===== config.mk =====
export PLATFORM = sky130hd
export DESIGN_NAME = mac_stat_bank
export DESIGN_NICKNAME = d
export VERILOG_FILES = /design/src/rtl/stat_bank_pkg.sv /design/src/rtl/stat_counter.sv /design/src/rtl/len_binner.sv /design/src/rtl/pair_read_fsm.sv /design/src/rtl/mac_stat_bank.sv
export SDC_FILE = /design/constraint.sdc
export NUM_CORES = 2
export LEC_CHECK = 0
export BUFFER_PORTS_ARGS = -buffer_cell sky130_fd_sc_hd__buf_4
export CAP_MARGIN = 30
export CORE_MARGIN = 4
export CORE_UTILIZATION = 40
export DETAILED_ROUTE_END_ITERATION = 8
export PLACE_DENSITY = 0.55
export SETUP_SLACK_MARGIN = 0.4
export SYNTH_ARGS = -nofsm -noshare
export SYNTH_HDL_FRONTEND = slang
export SYNTH_SLANG_ARGS = --single-unit

===== constraint.sdc =====
create_clock -name clk -period 5 [get_ports clk]
set_clock_uncertainty 0.15 [all_clocks]
set_input_delay 1 -clock clk [delete_from_list [all_inputs] [get_ports clk]]
set_output_delay 1 -clock clk [all_outputs]
set_load 0.02 [all_outputs]

===== src/rtl/stat_bank_pkg.sv =====
package stat_bank_pkg;

    // Which 48-bit counter has its upper word held for a high-word read.
    typedef enum logic [1:0] {
        PAIR_NONE = 2'd0,
        PAIR_TX   = 2'd1,
        PAIR_RX   = 2'd2
    } pair_state_e;

    localparam int STAT_NUM_BINS = 7;

    // Lowest frame length that falls into bin b.
    function automatic int unsigned bin_floor(input int b);
        if (b <= 0)
            return 64;
        else if (b == 1)
            return 65;
        else if (b < STAT_NUM_BINS - 1)
            return 32'd64 << (b - 1);
        else
            return 1519;
    endfunction

endpackage


===== src/rtl/stat_counter.sv =====
module stat_counter #(
    parameter int W     = 32,
    parameter int INC_W = 2,
    parameter int DW    = 32
) (
    input  logic             clk,
    input  logic             rst_n,
    input  logic [INC_W-1:0] inc,
    input  logic             clr,
    input  logic             snap,
    input  logic             wr_lo,
    input  logic             wr_hi,
    input  logic [DW-1:0]    wr_data,
    output logic [W-1:0]     live,
    output logic [W-1:0]     shadow
);

    logic [W:0]   sum;
    logic [W-1:0] bumped;
    logic [W-1:0] wr_val;

    assign sum    = {1'b0, live} + (W+1)'(inc);
    assign bumped = sum[W] ? '1 : sum[W-1:0];

    generate
        if (W > DW) begin : g_wide
            always_comb begin
                wr_val = live;
                if (wr_lo) wr_val[DW-1:0] = wr_data;
                if (wr_hi) wr_val[W-1:DW] = wr_data[W-DW-1:0];
            end
            if (2*DW > W) begin : g_spare
                logic unused_hi_bits;
                assign unused_hi_bits = ^wr_data[DW-1:W-DW];
            end
        end else begin : g_narrow
            always_comb begin
                wr_val = live;
                if (wr_lo | wr_hi) wr_val = wr_data[W-1:0];
            end
        end
    endgenerate

    always_ff @(posedge clk) begin
        if (!rst_n) begin
            live   <= '0;
            shadow <= '0;
        end else begin
            if (wr_lo | wr_hi)
                live <= wr_val;
            else if (clr | snap)
                live <= W'(inc);
            else
                live <= bumped;
            if (snap)
                shadow <= live;
        end
    end

endmodule


===== src/rtl/len_binner.sv =====
module len_binner
    import stat_bank_pkg::*;
#(
    parameter int LEN_W    = 14,
    parameter int NUM_BINS = STAT_NUM_BINS
) (
    input  logic                len_vld,
    input  logic [LEN_W-1:0]    len,
    output logic [NUM_BINS-1:0] hit
);

    generate
        for (genvar b = 0; b < NUM_BINS; b++) begin : g_bin
            localparam logic [LEN_W-1:0] LO = LEN_W'(bin_floor(b));
            localparam logic [LEN_W-1:0] HI = (b == NUM_BINS - 1) ? '1
                                              : LEN_W'(bin_floor(b + 1) - 1);
            assign hit[b] = len_vld && (len >= LO) && (len <= HI);
        end
    endgenerate

endmodule


===== src/rtl/pair_read_fsm.sv =====
module pair_read_fsm
    import stat_bank_pkg::*;
#(
    parameter int DATA_W = 32,
    parameter int HI_W   = 16
) (
    input  logic              clk,
    input  logic              rst_n,
    input  logic              rd_lo_tx,
    input  logic              rd_lo_rx,
    input  logic              rd_hi_tx,
    input  logic              rd_hi_rx,
    input  logic [HI_W-1:0]   tx_upper,
    input  logic [HI_W-1:0]   rx_upper,
    output pair_state_e       state,
    output logic [DATA_W-1:0] hi_word
);

    pair_state_e     state_nx;
    logic [HI_W-1:0] hold_q;

    always_ff @(posedge clk) begin
        if (!rst_n) state <= PAIR_NONE;
        else        state <= state_nx;
    end

    always_ff @(posedge clk) begin
        if (!rst_n)        hold_q <= '0;
        else if (rd_lo_tx) hold_q <= tx_upper;
        else if (rd_lo_rx) hold_q <= rx_upper;
    end

    always_comb begin
        state_nx = state;
        unique case (state)
            PAIR_NONE: begin
                if (rd_lo_tx)      state_nx = PAIR_TX;
                else if (rd_lo_rx) state_nx = PAIR_RX;
            end
            PAIR_TX: begin
                if (rd_lo_tx)      state_nx = PAIR_TX;
                else if (rd_lo_rx) state_nx = PAIR_RX;
                else if (rd_hi_tx) state_nx = PAIR_NONE;
            end
            PAIR_RX: begin
                if (rd_lo_tx)      state_nx = PAIR_TX;
                else if (rd_lo_rx) state_nx = PAIR_RX;
                else if (rd_hi_rx) state_nx = PAIR_NONE;
            end
            default: state_nx = PAIR_NONE;
        endcase
    end

    always_comb begin
        hi_word = '0;
        unique case (state)
            PAIR_TX:   if (rd_hi_tx) hi_word = DATA_W'(hold_q);
            PAIR_RX:   if (rd_hi_rx) hi_word = DATA_W'(hold_q);
            default:   hi_word = '0;
        endcase
    end

endmodule


===== src/rtl/mac_stat_bank.sv =====
module mac_stat_bank
    import stat_bank_pkg::*;
#(
    parameter int OCT_W  = 48,
    parameter int EVT_W  = 32,
    parameter int AMT_W  = 4,
    parameter int LEN_W  = 14,
    parameter int DATA_W = 32,
    parameter int ADDR_W = 4
) (
    input  logic              clk,
    input  logic              rst_n,
    input  logic              rx_en,
    input  logic              test_inc,
    input  logic              test_wr_en,
    input  logic              snap_req,
    input  logic              rd_snap_sel,
    input  logic [AMT_W-1:0]  tx_oct_amt,
    input  logic [AMT_W-1:0]  rx_oct_amt,
    input  logic              tx_ok_stb,
    input  logic              rx_ok_stb,
    input  logic              rx_bcast_stb,
    input  logic              rx_mcast_stb,
    input  logic              rx_fcs_stb,
    input  logic              rx_len_vld,
    input  logic [LEN_W-1:0]  rx_len,
    input  logic              bus_rd,
    input  logic              bus_wr,
    input  logic [ADDR_W-1:0] bus_addr,
    input  logic [DATA_W-1:0] bus_wdata,
    output logic [DATA_W-1:0] bus_rdata,
    output logic              bus_rvalid
);

    localparam int NUM_BINS  = STAT_NUM_BINS;
    localparam int NUM_FLAGS = 5;
    localparam int NUM_EVT   = NUM_FLAGS + NUM_BINS;
    localparam int NUM_OCT   = 2;
    localparam int EVT_BASE  = 2 * NUM_OCT;
    localparam int OCT_INC_W = AMT_W + 1;
    localparam int EVT_INC_W = 2;
    localparam int HI_W      = OCT_W - DATA_W;

    logic                live_rd;
    logic                test_wr;
    logic [NUM_BINS-1:0] bin_hit;
    logic [NUM_EVT-1:0]  evt_raw;
    logic [NUM_EVT-1:0]  evt_gate;
    logic [AMT_W-1:0]    oct_amt    [NUM_OCT];
    logic [OCT_W-1:0]    oct_live   [NUM_OCT];
    logic [OCT_W-1:0]    oct_shadow [NUM_OCT];
    logic [OCT_W-1:0]    oct_sel    [NUM_OCT];
    logic [NUM_OCT-1:0]  rd_lo;
    logic [NUM_OCT-1:0]  rd_hi;
    logic [EVT_W-1:0]    ev_live    [NUM_EVT];
    logic [EVT_W-1:0]    ev_shadow  [NUM_EVT];
    logic [EVT_W-1:0]    ev_sel     [NUM_EVT];
    pair_state_e         pair_q;
    logic [DATA_W-1:0]   hi_word;
    logic [DATA_W-1:0]   rd_mux;

    assign live_rd = bus_rd & ~rd_snap_sel;
    assign test_wr = bus_wr & test_wr_en;

    len_binner #(
        .LEN_W    (LEN_W),
        .NUM_BINS (NUM_BINS)
    ) u_bins (
        .len_vld (rx_len_vld),
        .len     (rx_len),
        .hit     (bin_hit)
    );

    // Index 0 is the only transmit-side event; all others need rx_en.
    assign evt_raw  = {bin_hit, rx_fcs_stb, rx_mcast_stb, rx_bcast_stb,
                       rx_ok_stb, tx_ok_stb};
    assign evt_gate = rx_en ? evt_raw : {{(NUM_EVT-1){1'b0}}, evt_raw[0]};

    assign oct_amt[0] = tx_oct_amt;
    assign oct_amt[1] = rx_en ? rx_oct_amt : '0;

    generate
        for (genvar j = 0; j < NUM_OCT; j++) begin : g_oct
            localparam logic [ADDR_W-1:0] LO_ADDR = ADDR_W'(2*j);
            localparam logic [ADDR_W-1:0] HI_ADDR = ADDR_W'(2*j + 1);
            logic [OCT_INC_W-1:0] inc;

            assign inc      = OCT_INC_W'(oct_amt[j]) + OCT_INC_W'(test_inc);
            assign rd_lo[j] = bus_rd && (bus_addr == LO_ADDR);
            assign rd_hi[j] = bus_rd && (bus_addr == HI_ADDR);

            stat_counter #(
                .W     (OCT_W),
                .INC_W (OCT_INC_W),
                .DW    (DATA_W)
            ) u_ctr (
                .clk     (clk),
                .rst_n   (rst_n),
                .inc     (inc),
                .clr     (live_rd && (bus_addr == LO_ADDR)),
                .snap    (snap_req),
                .wr_lo   (test_wr && (bus_addr == LO_ADDR)),
                .wr_hi   (test_wr && (bus_addr == HI_ADDR)),
                .wr_data (bus_wdata),
                .live    (oct_live[j]),
                .shadow  (oct_shadow[j])
            );

            assign oct_sel[j] = rd_snap_sel ? oct_shadow[j] : oct_live[j];
        end

        for (genvar i = 0; i < NUM_EVT; i++) begin : g_evt
            localparam logic [ADDR_W-1:0] EV_ADDR = ADDR_W'(EVT_BASE + i);
            logic [EVT_INC_W-1:0] inc;

            assign inc = EVT_INC_W'(evt_gate[i]) + EVT_INC_W'(test_inc);

            stat_counter #(
                .W     (EVT_W),
                .INC_W (EVT_INC_W),
                .DW    (DATA_W)
            ) u_ctr (
                .clk     (clk),
                .rst_n   (rst_n),
                .inc     (inc),
                .clr     (live_rd && (bus_addr == EV_ADDR)),
                .snap    (snap_req),
                .wr_lo   (test_wr && (bus_addr == EV_ADDR)),
                .wr_hi   (1'b0),
                .wr_data (bus_wdata),
                .live    (ev_live[i]),
                .shadow  (ev_shadow[i])
            );

            assign ev_sel[i] = rd_snap_sel ? ev_shadow[i] : ev_live[i];
        end
    endgenerate

    pair_read_fsm #(
        .DATA_W (DATA_W),
        .HI_W   (HI_W)
    ) u_pair (
        .clk      (clk),
        .rst_n    (rst_n),
        .rd_lo_tx (rd_lo[0]),
        .rd_lo_rx (rd_lo[1]),
        .rd_hi_tx (rd_hi[0]),
        .rd_hi_rx (rd_hi[1]),
        .tx_upper (oct_sel[0][OCT_W-1:DATA_W]),
        .rx_upper (oct_sel[1][OCT_W-1:DATA_W]),
        .state    (pair_q),
        .hi_word  (hi_word)
    );

    always_comb begin
        rd_mux = '0;
        for (int k = 0; k < NUM_OCT; k++)
            if (rd_lo[k]) rd_mux = oct_sel[k][DATA_W-1:0];
        if (|rd_hi) rd_mux = hi_word;
        for (int e = 0; e < NUM_EVT; e++)
            if (bus_addr == ADDR_W'(EVT_BASE + e)) rd_mux = DATA_W'(ev_sel[e]);
    end

    always_ff @(posedge clk) begin
        if (!rst_n) begin
            bus_rdata  <= '0;
            bus_rvalid <= 1'b0;
        end else begin
            bus_rvalid <= bus_rd;
            bus_rdata  <= bus_rd ? rd_mux : '0;
        end
    end

endmodule


After elaboration in Yosys (flattened, before gate mapping)

Cells that the tools add are included.

Bits of input ports: 73
Output and inout port bits: 33
Register bits: 1011
Word-level logic and storage cells: 264

Bitwise operators: 19
Add/subtract/negate cells: 28
Reductions and logical operators: 54
Order comparisons: 14
Equal/unequal tests: 24
Muxes and demuxes: 91

Operators with widths:

| kind                                                                     | count |
|---|---|
| 32-bit two-way mux                                                       | 65 |
| 32-bit by 2-bit adder with 33-bit output                                 | 12 |
| 48-bit two-way mux                                                       | 8 |
| 48-bit by 5-bit adder with 49-bit output                                 | 2 |
| 16-bit two-way mux                                                       | 6 |
| 32-bit case mux with 2 select lines                                      | 1 |
| 1-bit logical AND                                                        | 48 |
| 4-bit equality test (second input constant)                              | 8 |
| 14-bit by 11-bit >= comparator with 1-bit output (second input constant) | 2 |
| 14-bit by 7-bit >= comparator with 1-bit output (second input constant)  | 2 |
| 14-bit by 7-bit <= comparator with 1-bit output (second input constant)  | 2 |
| 1-bit by 1-bit adder with 2-bit output                                   | 12 |
| 4-bit by 3-bit equality test with 1-bit output (second input constant)   | 4 |
| 2-bit two-way mux                                                        | 8 |
| 1-bit bitwise OR                                                         | 16 |
| 14-bit by 10-bit >= comparator with 1-bit output (second input constant) | 1 |
| 14-bit by 8-bit >= comparator with 1-bit output (second input constant)  | 1 |
| 14-bit by 9-bit >= comparator with 1-bit output (second input constant)  | 1 |
| 14-bit by 10-bit <= comparator with 1-bit output (second input constant) | 1 |
| 14-bit by 11-bit <= comparator with 1-bit output (second input constant) | 1 |
| 14-bit <= comparator (second input constant)                             | 1 |
| 14-bit by 8-bit <= comparator with 1-bit output (second input constant)  | 1 |
| 14-bit by 9-bit <= comparator with 1-bit output (second input constant)  | 1 |
| 12-bit two-way mux                                                       | 1 |
| other kinds (18)                                                         | 25 |

Logic depth before layout (Yosys ltp)

Depth in word-level cells: 17
Depth in mapped cells: 16
Gate-level depth less buffers: 15

Hierarchy

From an unflattened synthesis, not the netlist that was laid out.

Cells, all modules: 6925
Area total of the unflattened synthesis: 59450.8 um^2

Modules (own cells, without submodules):

| module                             | sequential area each (um^2) | area each (um^2) | instances | cells each |
|---|---|---|---|---|
| stat_counter at g_evt[0].u_ctr ... | 1281.2                      | 3052.9           | 11        | 342 |
| mac_stat_bank                      | 660.6                       | 10854.2          | 1         | 1313 |
| stat_counter at g_oct[0].u_ctr ... | 1921.8                      | 5308.8           | 2         | 676 |
| stat_counter at g_evt[9].u_ctr     | 1281.2                      | 3042.9           | 1         | 342 |
| pair_read_fsm                      | 360.3                       | 1193.6           | 1         | 131 |
| len_binner                         | 0.0                         | 160.2            | 1         | 25 |

Worst setup path after synthesis

No wires, ideal clock.

Path kind: input to register
From: input rx_len[12]
To: register g_evt[6].u_ctr.live[0]
Required time: 4780 ps
Stages on the path: 15
Path buffers: 1
Data arrival time: 3950 ps
Path slack: 829 ps
Setup time: 70 ps
Cells stage by stage: nor4_1 nand3_1 nor3_1 nand3b_1 nor2b_1 ha_1 ha_1 inv_1 fa_1 nor3b_1 clkbuf_1 nand4_1 nor3_1 o221ai_1 a21oi_1

Longest elaborated chain between the ends: 9
Elaborated cells between the ends (all ways): 10
Classes of those cells: add/sub: 2; order compare: 2; mux: 4; reduce/logical: 2

Ends and longest elaborated chain:

| item                                            | line                 | RTL |
|---|---|---|
| start: declaration                              | mac_stat_bank.sv:26  | `input logic [LEN_W-1:0] rx_len,` |
| 14-bit by 7-bit >= comparator with 1-bit output | len_binner.sv:17     | `assign hit[b] = len_vld && (len >= LO) && (len <= HI);` |
| 1-bit logical AND                               | len_binner.sv:17     |  |
| 1-bit logical AND *                             | len_binner.sv:17     |  |
| 12-bit two-way mux *                            | mac_stat_bank.sv:77  | `assign evt_gate = rx_en ? evt_raw : {{(NUM_EVT-1){1'b0}}, evt_raw[0]};` |
| 1-bit by 1-bit adder with 2-bit output *        | mac_stat_bank.sv:116 | `assign inc = EVT_INC_W'(evt_gate[i]) + EVT_INC_W'(test_inc);` |
| 32-bit by 2-bit adder with 33-bit output        | stat_counter.sv:22   | `assign sum = {1'b0, live} + (W+1)'(inc);` |
| 32-bit two-way mux                              | stat_counter.sv:23   | `assign bumped = sum[W] ? '1 : sum[W-1:0];` |
| 32-bit two-way mux *                            | stat_counter.sv:51   | `else if (clr \| snap)` |
| 32-bit two-way mux *                            | stat_counter.sv:49   | `if (wr_lo \| wr_hi)` |
| end signal: assignment                          | stat_counter.sv:50   | `live <= wr_val;` |
| end signal: assignment                          | stat_counter.sv:52   | `live <= W'(inc);` |
| end signal: assignment                          | stat_counter.sv:54   | `live <= bumped;` |
| end: declaration                                | stat_counter.sv:14   | `output logic [W-1:0] live,` |

Every way passes the cells marked *; elsewhere a longest branch is shown, timed or not.
A chain may end at the register's enable or synchronous reset.

Worst setup path after layout

From: input rx_len[9]
To: register g_evt[11].u_ctr.live[28]

Longest elaborated chain between the ends: 9
Elaborated cells between the ends (all ways): 10
Classes of those cells: add/sub: 2; order compare: 2; mux: 4; reduce/logical: 2

Ends and longest elaborated chain:

| item                                             | line |
|---|---|
| 14-bit by 11-bit >= comparator with 1-bit output | len_binner.sv:17 |
| 1-bit logical AND                                | len_binner.sv:17 |
| 1-bit logical AND *                              | len_binner.sv:17 |
| 12-bit two-way mux *                             | mac_stat_bank.sv:77 |
| 1-bit by 1-bit adder with 2-bit output *         | mac_stat_bank.sv:116 |
| 32-bit by 2-bit adder with 33-bit output *       | stat_counter.sv:22 |
| 32-bit two-way mux *                             | stat_counter.sv:23 |
| 32-bit two-way mux *                             | stat_counter.sv:51 |
| 32-bit two-way mux *                             | stat_counter.sv:49 |
| end signal: assignment                           | stat_counter.sv:50 |
| end signal: assignment                           | stat_counter.sv:52 |
| end signal: assignment                           | stat_counter.sv:54 |
| end: declaration                                 | stat_counter.sv:14 |

Marks and branches as above.

==> load_flow_metrics.sql <==
INSERT INTO impl_metrics (metric_group, metric, value, unit) VALUES
('worst_setup_path', 'worst_setup_path_end_kind', 'flip-flop', ''),
('layout', 'area_growth', '13.3', '%'),
('worst_setup_path', 'cp_data_arrival_time', '4.80', 'ns'),
('synthesis', 'synth-edff-count', '0', ''),
('timing', 'hold_ws', '0.337', 'ns'),
('synthesis', 'ys_seq_elements', '1011', ''),
('die', 'row_count', '136', ''),
('placed_design', 'placed_cell_area', '59200', 'um2'),
('synthesis', 'synth-main-ff-cell', 'dfxtp_1', ''),
('global_routing', 'first_global_vias', '48483', ''),
('worst_setup_path', 'path_max_fanout', '6', ''),
('synthesis', 'synth_top_cell_by_area', 'dfxtp_1', ''),
('synthesis', 'yosysUniqueCellTypes', '92', ''),
('synthesis', 'synth.area.top_cells', 'dfxtp_1, mux2i_1, nor2_1', ''),
('routing', 'drt_first_pass_iters', '6', ''),
('routing', 'drt_iter0_markers', '6726', ''),
('synthesis', 'yosys_warnings', '0', ''),
('cts', 'cts.reportedPaths.clkPinSlew', '0.06', 'ns'),
('cts', 'cts_tree', 'done', ''),
('layout', 'layout_cells_sized_above_1', '11.2', '%'),
('die', 'fp.dieW', '382', 'um'),
('die', 'floorplan.core_area', '138000', 'um2'),
('placed_design', 'detailed_place_hpwl', '177000', 'um'),
('timing', 'final-max-slew-violation-count', '0', ''),
('timing', 'timing.final.crit_share', '86.6', '%'),
('global_routing', 'total_track_usage', '32.9', '%'),
('die', 'die_h', '382', 'um'),
('global_routing', 'grt_overflow', '0', ''),
('cts', 'clock_insertion_delay_worst_skew', '0.76', 'ns'),
('synthesis', 'synthesis.area', '55800', 'um2'),
('global_routing', 'grt_first_pass_wirelength', '355000', 'um'),
('synthesis', 'synthDominantCellAreaShare', '36.3', '%'),
('cts', 'cts-buffers-inserted', '115', ''),
('worst_setup_path', 'worst_path_buffer_plus_inverter_count', '5', ''),
('status', 'status', 'completed', ''),
('cts', 'cts_resized', '0', ''),
('cts', 'clock_tree.root_cell', 'clkbuf_16', ''),
('worst_setup_path', 'crit_path_top_delay_cell', 'nor2b_1', ''),
('worst_hold_path', 'holdCritStartpoint', 'g_evt[11].u_ctr.shadow[30]', ''),
('synthesis', 'synth.avg_cell_area', '8.51', 'um2'),
('layout', 'final_design_area_no_fill', '63200', 'um2'),
('timing', 'finalSetupTns', '0', 'ns'),
('cts', 'cts_setup_buffers', '0', ''),
('flow_run', 'drv_cap', '0', ''),
('worst_setup_path', 'critical_path.top_delay_family', 'simple AND/OR/NAND/NOR gates', ''),
('timing', 'timing.final.hold_violations', '0', ''),
('layout', 'layout.cells.most_common_list', 'dfxtp_1, mux2i_1, nor2_1', ''),
('routing', 'route.detailed.vias_per_inst', '6.30', ''),
('timing', 'setup_violations', '0', ''),
('cts', 'cts.htree.levels', '3', ''),
('synthesis', 'netlist_instances', '6562', ''),
('power', 'leakagePower', '23.9', 'nW'),
('die', 'floorplan.io_pins', '106', ''),
('global_routing', 'antenna_violations_before_repair', '18', ''),
('placed_design', 'gpl.final_weighted_congestion', '0.993', ''),
('layout', 'fillerInstances', '13593', ''),
('timing', 'grt_setup_unrepaired', 'false', ''),
('worst_hold_path', 'type_of_the_most_critical_hold_path', 'flip-flop to flip-flop', ''),
('global_routing', 'grt_start_max_net_pins', '128', ''),
('layout', 'mostFrequentLayoutCell', 'dfxtp_1', ''),
('timing', 'tightestPinTransition', '1.09', 'ns'),
('timing', 'timing.fmax', '231', 'MHz'),
('synthesis', 'ys_async_sr_fraction', '0', '%'),
('routing', 'route.detailed.wl_per_inst', '29.5', 'um'),
('power', 'ir_worst_vdd', '0.000319', 'V'),
('cts', 'post_cts_hold_buffer_count', '0', ''),
('timing', 'finalCriticalPeriod', '4.33', 'ns'),
('layout', 'nNetsFinal', '6675', ''),
('power', 'power_density_cells', '304', 'nW/um2'),
('routing', 'post-route-drc-count', '0', ''),
('synthesis', 'synth-seq-area-share', '36.3', '%');
routing by layer:
metal / track usage [%] / share of wire [%]
met1: 46.3 / 43
met5: 0 / 0.029
met3: 8.38 / 11
met4: 15.1 / 5.3
met2: 46.8 / 41
cells by family (layout without fill, tap and decap cells):
group / count (synthesis) / after routing / share of synthesized area (%)
multiplexers: 963 / 963 / 17.8
AND/OR/NAND/NOR: 2106 / 2106 / 17.8
other: 0 / 8 / 0
adder cells (fa/ha/maj): 68 / 68 / 1.71
XOR/XNOR: 329 / 329 / 5.16
AO/OA/AOI/OAI: 1454 / 1454 / 16.7
buffers and inverters: 631 / 690 / 4.57
flip-flops: 1011 / 1011 / 36.3
where the power goes:
part | switching, W | internal [W] | total (W)
combinational | 0.00132 | 0.000579 | 0.00190
sequential | 0.0000951 | 0.00814 | 0.00824
clock | 0.00371 | 0.00535 | 0.00906
total | 0.00513 | 0.0141 | 0.0192
flip-flops by register name, summed over array words and instances, names as in the netlist:
signal,cells
g_evt.u_ctr.live,384
g_evt.u_ctr.shadow,384
g_oct.u_ctr.live,96
g_oct.u_ctr.shadow,96
bus_rdata,32
u_pair.hold_q,16
u_pair.state,2
bus_rvalid,1
final timing paths:
path	endpoint	slack (ns)	depth (start not counted)
setup / recovery	g_evt[11].u_ctr.live[28]	0.67	16
hold / removal	g_evt[11].u_ctr.shadow[30]	0.34	2
hold reg to reg	g_evt[11].u_ctr.shadow[30]	0.34	2
setup reg to reg	bus_rdata[5]	1.59	10
cell usage after synthesis, types with 13 or more instances:
library cell     n
clkbuf_1       343
o21ai_0        374
or2_2           13
nand2b_1        25
ha_1            54
o21a_1          15
xnor2_1        219
o221ai_1       142
mux2i_1        869
o211ai_1        25
nor2_1         855
nand2_1        445
or4_1           13
buf_1           68
buf_2          108
and2_1          33
nor4_1          62
inv_1           96
o22ai_1        249
a21o_1          28
a31oi_1         76
o31ai_1         17
o32ai_1         16
xor2_1         110
fa_1            14
o31a_1          16
a21oi_1        280
mux2_2          79
nor3_1          96
a22oi_1         59
a221oi_1        38
dfxtp_1       1011
nand3_1        193
and3_1          91
and4_1          53
mux4_2          15
nand4_1        130
a211oi_1        23
or3_1           19
per-stage QoR:
stage	setup slack [ns]	util, %	power, W
after global routing	0.501	45.8	0.0196
after detailed placement	-0.156	42.9	0.0102
after floorplan	0.829	-	0.00938
after global placement	-0.110	42.8	0.0102
final	0.670	45.8	0.0192
after CTS	0.596	45.8	0.0192
final cells by class:
| cell class | count | area (um2) | area share, % |
|---|---|---|---|
| Multi-Input combinational cell | 4920 | 33100 | 52.4 |
| Sequential cell | 1011 | 20200 | 32.0 |
| Clock buffer | 163 | 3320 | 5.25 |
| Timing Repair Buffer | 388 | 3200 | 5.06 |
| Tap cell | 1863 | 2330 | 3.69 |
| Clock inverter | 41 | 618 | 0.978 |
| Inverter | 98 | 375 | 0.594 |
| Antenna cell | 8 | 20.0 | 0.0317 |
worst min-delay path: cells and delay by family, from the launching register on:
kind | cells | cell delay, ns
DFF | 1 | 0.32
muxes | 1 | 0.06
and+or+nand+nor | 1 | 0.07
(Power assumes the default switching activity.)
